==> src/rtl/smb_tmo_pkg.sv <==
package smb_tmo_pkg;

  typedef struct packed {
    logic scl_low;
    logic bus_idle;
  } tmo_flags_t;

  // Merge sticky flags into the interrupt; the live idle bit is never an input.
  function automatic logic merge_irq(logic glb_en, logic idle_en, tmo_flags_t f);
    return glb_en & (f.scl_low | (idle_en & f.bus_idle));
  endfunction

  // Next value of a sticky flag: a set beats a clear at the same edge.
  function automatic logic sticky_next(logic cur, logic set, logic clr);
    if (set)      return 1'b1;
    else if (clr) return 1'b0;
    else          return cur;
  endfunction

endpackage

==> src/rtl/smb_tmo_counter.sv <==
module smb_tmo_counter #(
  parameter int unsigned CNT_W = 16
) (
  input  logic             clk,
  input  logic             rst_n,
  input  logic             run_i,
  input  logic [CNT_W-1:0] limit_i,
  output logic             hit_o
);

  logic [CNT_W-1:0] cnt_q;
  logic [CNT_W-1:0] cnt_d;

  // Saturating step toward the limit; zero limit keeps the counter parked.
  function automatic logic [CNT_W-1:0] step_count(logic [CNT_W-1:0] c,
                                                  logic [CNT_W-1:0] lim);
    if (lim == '0)      return '0;
    else if (c >= lim)  return c;
    else                return c + 1'b1;
  endfunction

  function automatic logic reached(logic [CNT_W-1:0] c, logic [CNT_W-1:0] lim);
    return (lim != '0) && (c >= lim);
  endfunction

  always_comb begin
    if (run_i) cnt_d = step_count(cnt_q, limit_i);
    else       cnt_d = '0;
  end

  always_ff @(posedge clk or negedge rst_n) begin
    if (!rst_n) cnt_q <= '0;
    else        cnt_q <= cnt_d;
  end

  assign hit_o = reached(cnt_q, limit_i);

endmodule

==> src/rtl/smb_tmo_sticky.sv <==
module smb_tmo_sticky
  import smb_tmo_pkg::*;
(
  input  logic clk,
  input  logic rst_n,
  input  logic set_i,
  input  logic clr_i,
  output logic flag_o
);

  logic flag_q;

  always_ff @(posedge clk or negedge rst_n) begin
    if (!rst_n) flag_q <= 1'b0;
    else        flag_q <= sticky_next(flag_q, set_i, clr_i);
  end

  assign flag_o = flag_q;

endmodule

==> src/rtl/smb_tmo_monitor.sv <==
module smb_tmo_monitor
  import smb_tmo_pkg::*;
#(
  parameter int unsigned CNT_W = 16
) (
  input  logic             clk,
  input  logic             rst_n,
  input  logic             scl_in,
  input  logic             sda_in,
  input  logic [CNT_W-1:0] low_limit,
  input  logic [CNT_W-1:0] idle_limit,
  input  logic             irq_en,
  input  logic             idle_irq_en,
  input  logic             low_flag_clr,
  input  logic             idle_flag_clr,
  output logic             low_flag,
  output logic             idle_live,
  output logic             idle_flag,
  output logic             tmo_irq
);

  // Named internal events, also used by the bound checker.
  logic       low_run;
  logic       idle_run;
  logic       low_hit;
  logic       idle_hit;
  tmo_flags_t flags;

  assign low_run  = ~scl_in;
  assign idle_run = scl_in & sda_in;

  smb_tmo_counter #(.CNT_W(CNT_W)) u_low_cnt (
    .clk     (clk),
    .rst_n   (rst_n),
    .run_i   (low_run),
    .limit_i (low_limit),
    .hit_o   (low_hit)
  );

  smb_tmo_counter #(.CNT_W(CNT_W)) u_idle_cnt (
    .clk     (clk),
    .rst_n   (rst_n),
    .run_i   (idle_run),
    .limit_i (idle_limit),
    .hit_o   (idle_hit)
  );

  smb_tmo_sticky u_low_flag (
    .clk    (clk),
    .rst_n  (rst_n),
    .set_i  (low_hit),
    .clr_i  (low_flag_clr),
    .flag_o (flags.scl_low)
  );

  smb_tmo_sticky u_idle_flag (
    .clk    (clk),
    .rst_n  (rst_n),
    .set_i  (idle_hit),
    .clr_i  (idle_flag_clr),
    .flag_o (flags.bus_idle)
  );

  // Live status drops the moment either line leaves the high state.
  assign idle_live = idle_hit & idle_run;
  assign low_flag  = flags.scl_low;
  assign idle_flag = flags.bus_idle;
  assign tmo_irq   = merge_irq(irq_en, idle_irq_en, flags);

endmodule

==> config.mk <==
export PLATFORM = sky130hd
export DESIGN_NAME = smb_tmo_monitor
export DESIGN_NICKNAME = d
export VERILOG_FILES = /design/src/rtl/smb_tmo_pkg.sv /design/src/rtl/smb_tmo_counter.sv /design/src/rtl/smb_tmo_sticky.sv /design/src/rtl/smb_tmo_monitor.sv
export SDC_FILE = /design/constraint.sdc
export NUM_CORES = 1
export LEC_CHECK = 0
export BUFFER_PORTS_ARGS = -buffer_cell sky130_fd_sc_hd__clkbuf_2
export CORE_MARGIN = 1
export CORE_UTILIZATION = 40
export CTS_CLUSTER_DIAMETER = 200
export CTS_CLUSTER_SIZE = 40
export DETAILED_ROUTE_END_ITERATION = 10
export PLACE_DENSITY = 0.64
export SLEW_MARGIN = 15
export SYNTH_ARGS = -nofsm -noshare
export SYNTH_HDL_FRONTEND = slang
export SYNTH_HIERARCHICAL = 1
export SYNTH_SLANG_ARGS = --single-unit
==> constraint.sdc <==
create_clock -name clk -period 2.95 [get_ports clk]
set_clock_uncertainty 0.05 [all_clocks]
set_input_delay 0.4425 -clock clk [delete_from_list [all_inputs] [get_ports clk]]
set_output_delay 0.4425 -clock clk [all_outputs]
set_load 0.05 [all_outputs]
# After elaboration in Yosys (flattened, before gate mapping)
# Index checks and enable logic that the tools add are counted.
dict set report op_classes {
  n_addsub 2
  bitwise_logic 5
  reduce_logical 8
  mul 0
  n_div 0
  n_mux 10
  magnitude_cmp 2
  n_eq_ne 2
  n_shift 0
}
# cell n
set op_table {}
lappend op_table {{16-bit 2-to-1 mux} 6}
lappend op_table {{16-bit by 1-bit adder with 16-bit output (second input constant)} 2}
lappend op_table {{16-bit >= comparator} 2}
lappend op_table {{16-bit zero test} 2}
lappend op_table {{16-bit nonzero test} 2}
lappend op_table {{3-bit by 2-bit inequality test with 1-bit output (second input constant)} 2}
lappend op_table {{1-bit bitwise AND} 4}
lappend op_table {{1-bit 2-to-1 mux} 4}
lappend op_table {{2-bit nonzero test} 2}
lappend op_table {{1-bit logical AND} 2}
lappend op_table {{1-bit bitwise OR} 1}
dict set report totals {
  ram_bits 0
  regBits 34
  output_inout_bits 4
  latchBits 0
  in_bits 40
  wordCells 33
  romBits 0
  n_memories 0
}

# Longest topological paths before layout
# Gate-level depths: netlist of run 1.
dict set report depth {
  depth_word 4
  mapped_depth 10
  depth_no_buf 8
}

# Modules after synthesis
# Netlist of run 1, hierarchy kept.
# mod area_each_um2 seq_area_each_um2 cells_each instances
set by_module_without_submodules {}
lappend by_module_without_submodules {{smb_tmo_counter (u_low_cnt)} 1388.8 400.4 161 1}
lappend by_module_without_submodules {{smb_tmo_counter (u_idle_cnt)} 1340.0 400.4 153 1}
lappend by_module_without_submodules {smb_tmo_sticky 36.3 25.0 3 2}
lappend by_module_without_submodules {smb_tmo_monitor 28.8 0.0 5 1}

# Worst setup path before layout of run 1
# No wires, ideal clock.
dict set report synth_path {
  path_kind {input to output}
  startpoint {input idle_limit[13]}
  endpoint {output idle_live}
  required_ps 2457
  path_buffers 1
  cell_stages 9
  path_slack_ps 302
  arrival_ps 2156
  cell_sequence {inv_1 > ha_1 > nand4_2 > nor2_1 > o2111ai_2 > nand4b_4 > clkbuf_8 > and2_1 > and3_1}
}
dict set report synth_between {
  elab_chain_cells 3
  elab_cells_between_ends 4
  classes_between {1 x order compare; 1 x bitwise; 2 x reduce/logical}
}
# element line_no
set synth_rtl {}
lappend synth_rtl {{from (decl)} smb_tmo_monitor.sv:11} ;# input logic [CNT_W-1:0] idle_limit,
lappend synth_rtl {{16-bit >= comparator or 16-bit nonzero test (tied branches)} smb_tmo_counter.sv:23} ;# return (lim != '0) && (c >= lim);
lappend synth_rtl {{1-bit logical AND *} smb_tmo_counter.sv:23}
lappend synth_rtl {{net idle_hit} smb_tmo_monitor.sv:26} ;# logic idle_hit;
lappend synth_rtl {{1-bit bitwise AND *} smb_tmo_monitor.sv:65} ;# assign idle_live = idle_hit & idle_run;
lappend synth_rtl {{to (decl)} smb_tmo_monitor.sv:17} ;# output logic idle_live,
# Mark *: on every way through the listed nets, which the timed path passes. The rest lies on a longest branch.

# Final worst setup path of run 1
dict set report layout_path {
  startpoint {register u_idle_cnt.cnt_q[9]}
  endpoint {output idle_live}
}
dict set report layout_between {
  elab_chain_cells 3
}
# element line_no
set layout_rtl {}
lappend layout_rtl {{from (decl)} smb_tmo_counter.sv:11} ;# logic [CNT_W-1:0] cnt_q;
lappend layout_rtl {{from (signal assigned)} smb_tmo_counter.sv:33} ;# else cnt_q <= cnt_d;
lappend layout_rtl {{16-bit >= comparator} smb_tmo_counter.sv:23}
lappend layout_rtl {{1-bit logical AND} smb_tmo_counter.sv:23}
lappend layout_rtl {{net idle_hit} smb_tmo_monitor.sv:26}
lappend layout_rtl {{1-bit bitwise AND} smb_tmo_monitor.sv:65}
# The timed path passes the listed nets, and every way through them passes these cells.

==> results.sh, run 1 <==
export IMPL_avgViaCountPerCell=5.50
export IMPL_syn_inst=325
export IMPL_peakVddDrop_mv=0.173
export IMPL_arrival_ns=2.34
export IMPL_grt_remaining_overflow=0
export IMPL_setup_viol=0
export IMPL_vias=2605
export IMPL_synth_seq_cells=34
export IMPL_ios=44
export IMPL_post_synth_top_count_cell="inv_1"
export IMPL_gr_usage_met3=0.0346
export IMPL_grt_max_degree=35
export IMPL_tns_ns=0
export IMPL_grtUsageMet2=0.350
export IMPL_worstSetupEndpointType="output port"
export IMPL_io_buffers=43
export IMPL_startpoint_type="register"
export IMPL_path_buf_inv=1
export IMPL_drive_above_1_share=0.228
export IMPL_status="finished clean"
export IMPL_antenna_found_initial=0
export IMPL_wl_per_cell_um=14.7
export IMPL_syn_to_final_growth_pct=19.0
export IMPL_gp_congestion=0.894
export IMPL_drt_wl_total_mm=6.96
export IMPL_synthFlopType="dfrtp_1"
export IMPL_yosysSeqAreaShare=0.301
export IMPL_synth_nets=399
export IMPL_synth_top_area_share=0.301
export IMPL_globalRouteMet1Util=0.284
export IMPL_dp_cells=461
export IMPL_worst_pin_slew_ns=0.891
export IMPL_clkSinkCount=34
export IMPL_core_rowCount=30
export IMPL_drt_iter0_drc=116
export IMPL_chipWidth_um=86.1
export IMPL_track_usage=0.209
export IMPL_die_h_um=86.1
export IMPL_min_period_ns=2.84
export IMPL_grt_pass1_wl_mm=12.2
export IMPL_rsz0062_at_grt="no"
export IMPL_cts_inserted_buffers=5
export IMPL_finalCritPeriodShare=0.962
export IMPL_clock_latency_ns=0.29
export IMPL_synth_cell_types=59
export IMPL_clk_path_buf_depth=2
export IMPL_crit_slowest_cell="dfrtp_1"
export IMPL_powerDensity_mw_per_mm2=340
export IMPL_timing_critical_path_max_delay_family="compound AO/OA/AOI/OAI gates"
export IMPL_slew_violations=0
export IMPL_hold_viol_final=0
export IMPL_critPathKind="reg -> out"
export IMPL_avgSynthCellArea_um2=8.71
export IMPL_required_ns=2.46
export IMPL_fmax_ghz=0.352
export IMPL_die_area_mm2=0.00742
export IMPL_netlist_area_mm2=0.00283
export IMPL_max_stage_delay_ns=0.43
export IMPL_h_tree_depth=2
export IMPL_crit_chain="ha_1 > a21oi_1 > nor2_1 > a311oi_4 > nand4b_4 > and2_1 > and3_1 > clkbuf_4"
export IMPL_finalPower_uw=1150
export IMPL_initial_core_util=0.414
export IMPL_synth_edff_count=0
export IMPL_fin_cells=474
export IMPL_first_pass_iters=4
export IMPL_relSlewSlack=0.406
export IMPL_cp_max_fo=5
export IMPL_drtAntennaViolNets=0
export IMPL_synth_async_reset_ratio=1.00
export IMPL_synthTopCellsByCount="inv_1, dfrtp_1, ha_1, a21oi_1"
export IMPL_ys_top_cells_by_area="dfrtp_1, ha_1, a21oi_1, inv_1, or4_1"
export IMPL_hold_path_class="in -> async"
export IMPL_max_cap_viol_count=0
export IMPL_yosysWarnings=6
export IMPL_core_area_mm2=0.00683
export IMPL_drc=0
export IMPL_cts_root_buffer="clkbuf_8"
export IMPL_leakagePower_uw=0.00161
export IMPL_diodes=0
export IMPL_grt_busiest_layer="met2"
export IMPL_cts_tree="done"
export IMPL_clk_pin_slew_ns=0.08
export IMPL_yosysTopAreaCell="dfrtp_1"
export IMPL_fin_nets=451
export IMPL_grt_pass1_vias=2514
export IMPL_dpl_hpwl_mm=5.31
==> flip-flops by register name, summed over array words and instances, names as in the netlist <==
name	flops
u_low_cnt/cnt_q	16
u_idle_cnt/cnt_q	16
u_low_flag/flag_o	1
u_idle_flag/flag_o	1
==> metrics by stage <==
step                      worst slack (ns)  utilization  area (µm²)  hold WS (ns)
final                                0.113        0.493        3370         0.212
after global routing               0.00190        0.493        3370         0.289
after CTS                          0.00593        0.484        3310         0.253
after detailed placement             0.169        0.462        3160         0.460
after global placement               0.227        0.462        3160         0.449
after floorplan                      0.302            -        2830        0.0969
==> area by class of cell <==
cell class | instances | area (µm²)
clock buffers | 5 | 68.8
fillers | 663 | 3460
multi-input cells | 241 | 1800
repair buffers | 55 | 308
clock inverters | 3 | 68.8
inverters | 40 | 150
well taps | 96 | 120
flip-flops and latches | 34 | 856
==> cell usage in the layout (no fill, tap or decap), drive strengths merged, types with 4 or more instances in the layout <==
master,n
clkbuf,48
inv,40
ha,34
dfrtp,34
a21oi,33
nand2,16
nand4,16
nand3,15
or4,14
o31ai,14
o21ai,14
nor2,13
buf,12
nor4,10
or3,10
and2,5
or2,4
==> layer usage <==
layer | up-vias | routed length (µm)
met1 | 1233 | 3330
met5 | - | 0
met2 | 44 | 3330
met3 | 6 | 255
met4 | 0 | 55
li1 | 1322 | -
==> cells by family (layout without fill, tap and decap cells) <==
kind of cell,Yosys count,after routing,share of synthesized area
and+or+nand+nor,120,120,0.261
AOI/OAI and AO/OA,83,83,0.201
buffers and inverters,50,103,0.0747
adders and majority gates,34,34,0.150
DFF,34,34,0.301
xor gates and xnor gates,3,3,0.00929
muxes,1,1,0.00354
==> final timing paths <==
check	startpoint	end	slack, ns	cells past startpoint
hold / removal	rst_n	u_idle_cnt/cnt_q[15]	0.21	1
setup / recovery	u_idle_cnt/cnt_q[9]	idle_live	0.11	8
hold reg to reg	u_low_flag/flag_o	u_low_flag/flag_o	0.49	1
max in group asynchronous	rst_n	u_idle_cnt/cnt_q[1]	2.02	1
setup reg to reg	u_idle_cnt/cnt_q[9]	u_idle_cnt/cnt_q[13]	0.44	8
min in group clk	idle_flag_clr	u_idle_flag/flag_o	0.35	3
==> report_power, final <==
group          internal, µW  switching, µW
sequential              470           9.34
combinational          58.1           76.9
clock                   339            192
==> what timing repair did <==
action | CTS | global route
gates cloned | 0 | 0
gates resized for setup | 1 | 9
setup endpoints to repair | 1 | 1
buffers inserted | 0 | 5
pin swaps | 1 | 2
hold buffers | 0 | 0
No activity file was read; power rests on OpenSTA's default activity.
==> inputs of run 2 (changes only) <==
--- a/config.mk
+++ b/config.mk
@@ -12,6 +12,7 @@
 export CTS_CLUSTER_SIZE = 40
 export DETAILED_ROUTE_END_ITERATION = 10
 export PLACE_DENSITY = 0.64
+export REMOVE_ABC_BUFFERS = 1
 export SLEW_MARGIN = 15
 export SYNTH_ARGS = -nofsm -noshare
 export SYNTH_HDL_FRONTEND = slang
==> results.sh, run 2 (synthesis gave the netlist of run 1 again) <==
export IMPL_status="finished clean"
export IMPL_final_common_cell="clkbuf_2"
export IMPL_critPathKind="reg -> out"
export IMPL_grtUsageMet2=0.375
export IMPL_postCtsHoldBufs=0
export IMPL_drt_wl_total_mm=6.74
export IMPL_dpl_hpwl_mm=5.24
export IMPL_max_cap_viol_count=0
export IMPL_post_route_util=0.487
export IMPL_top_regs="u_idle_cnt/cnt_q: 16 flops, u_low_cnt/cnt_q: 16 flops"
export IMPL_finalCritPeriodShare=0.965
export IMPL_gp_congestion=0.819
export IMPL_final_cell_mix="clkbuf_2, inv_1, ha_1, dfrtp_1, a21oi_1"
export IMPL_core_area_mm2=0.00683
export IMPL_worst_pin_slew_ns=0.837
export IMPL_fin_area_mm2=0.00333
export IMPL_swShare=0.263
export IMPL_drive_above_1_share=0.219
export IMPL_avgViaCountPerCell=5.55
export IMPL_antenna_found_initial=0
export IMPL_worstSetupEndpointType="output port"
export IMPL_hold_path_class="in -> async"
export IMPL_clkSinkCount=34
export IMPL_clk_pin_slew_ns=0.07
export IMPL_fin_nets=452
export IMPL_chipWidth_um=86.1
export IMPL_vias=2635
export IMPL_core_rowCount=30
export IMPL_grt_pass1_wl_mm=11.6
export IMPL_cp_max_fo=5
export IMPL_clk_path_buf_depth=2
export IMPL_p_seq_frac=0.494
export IMPL_comb_power_share=0.138
export IMPL_h_tree_depth=2
export IMPL_p_sw_uw=255
export IMPL_gr_usage_met3=0.0346
export IMPL_die_area_mm2=0.00742
export IMPL_pwr_share_clk=0.369
export IMPL_startpoint_type="register"
export IMPL_die_h_um=86.1
export IMPL_peakVddDrop_mv=0.283
export IMPL_diodes=0
export IMPL_initial_core_util=0.414
export IMPL_grt_pass1_vias=2608
export IMPL_track_usage=0.196
export IMPL_grt_max_degree=35
export IMPL_powerDensity_mw_per_mm2=292
export IMPL_relSlewSlack=0.442
export IMPL_clock_latency_ns=0.28
export IMPL_required_ns=2.46
export IMPL_fmax_ghz=0.351
export IMPL_drt_iter0_drc=88
export IMPL_drtAntennaViolNets=0
export IMPL_slew_violations=0
export IMPL_dpl_instance_area_mm2=0.00317
export IMPL_first_pass_iters=4
export IMPL_io_buffers=43
export IMPL_globalRouteMet1Util=0.226
export IMPL_hold_viol_final=0
export IMPL_cts_tree="done"
export IMPL_cts_inserted_buffers=5
export IMPL_arrival_ns=2.35
export IMPL_grt_remaining_overflow=0
export IMPL_grt_busiest_layer="met2"
export IMPL_p_int_uw=717
export IMPL_drc=0
export IMPL_wl_per_cell_um=14.2
export IMPL_ios=44
export IMPL_leakagePower_uw=0.00160
export IMPL_cts_root_buffer="clkbuf_8"
export IMPL_syn_to_final_growth_pct=17.5
export IMPL_setup_viol=0
export IMPL_min_period_ns=2.85
## run 2: repair_timing
action                     CTS  global route
buffers inserted             0             4
pin swaps                    1             1
resized for setup            1             6
setup endpoints to repair    1             1
## run 2: area by class of cell
| cell class | count | area [µm²] |
|---|---|---|
| fill | 684 | 3510 |
| multi-input combinational | 241 | 1790 |
| sequential | 34 | 852 |
| timing repair buffer | 56 | 315 |
| inverter | 40 | 150 |
| tap | 96 | 120 |
| clock buffer | 6 | 82.6 |
| clock inverter | 2 | 12.5 |
## run 2: routing by layer
metal / routed length, µm / vias to the layer above
met5: 0 / -
met2: 3550 / 37
met1: 3000 / 1268
li1: - / 1326
met3: 160 / 4
met4: 36 / 0
## run 2: power groups by stage
stage	clock network, µW	registers, µW	logic [µW]
2_1_floorplan	0	487	69.7
3_3_place_gp	0	489	129
3_5_place_dp	0	489	133
4_1_cts	370	480	134
5_1_grt	392	480	153
6_report	358	480	134
## run 2: path summary, 6_finish.rpt
check / end / from / cells after the start / slack [ns]
worst max register to register: u_low_cnt/cnt_q[3] / u_low_cnt/cnt_q[5] / 6 / 0.40
worst min-delay path: u_idle_cnt/cnt_q[10] / rst_n / 1 / 0.20
worst max-delay path: idle_live / u_idle_cnt/cnt_q[7] / 8 / 0.10
worst min register to register: u_idle_flag/flag_o / u_idle_flag/flag_o / 1 / 0.46
min in group clk: u_idle_flag/flag_o / idle_flag_clr / 3 / 0.35
max in group asynchronous: u_idle_cnt/cnt_q[0] / rst_n / 1 / 2.07
## run 2: worst max-delay path, cell delays in order (launching register included)
cell and delay, ns:
dfrtp_1 0.43, ha_1 0.32, and3_4 0.19, a221o_1 0.35
nand2_2 0.12, nand4b_4 0.13, and2_1 0.17, and3_1 0.16
buf_4 0.18
## run 2: per-stage QoR
stage	worst slack (ns)	hold slack, ns	total power [µW]	setup TNS (ns)	instances
after floorplan	0.378	0.0969	556	0	315
after global placement	0.197	0.448	618	0	463
after detailed placement	0.151	0.453	622	0	463
after CTS	0.00776	0.230	985	0	471
after global routing	-0.00336	0.288	1030	-0.00336	475
final	0.105	0.196	972	0	475
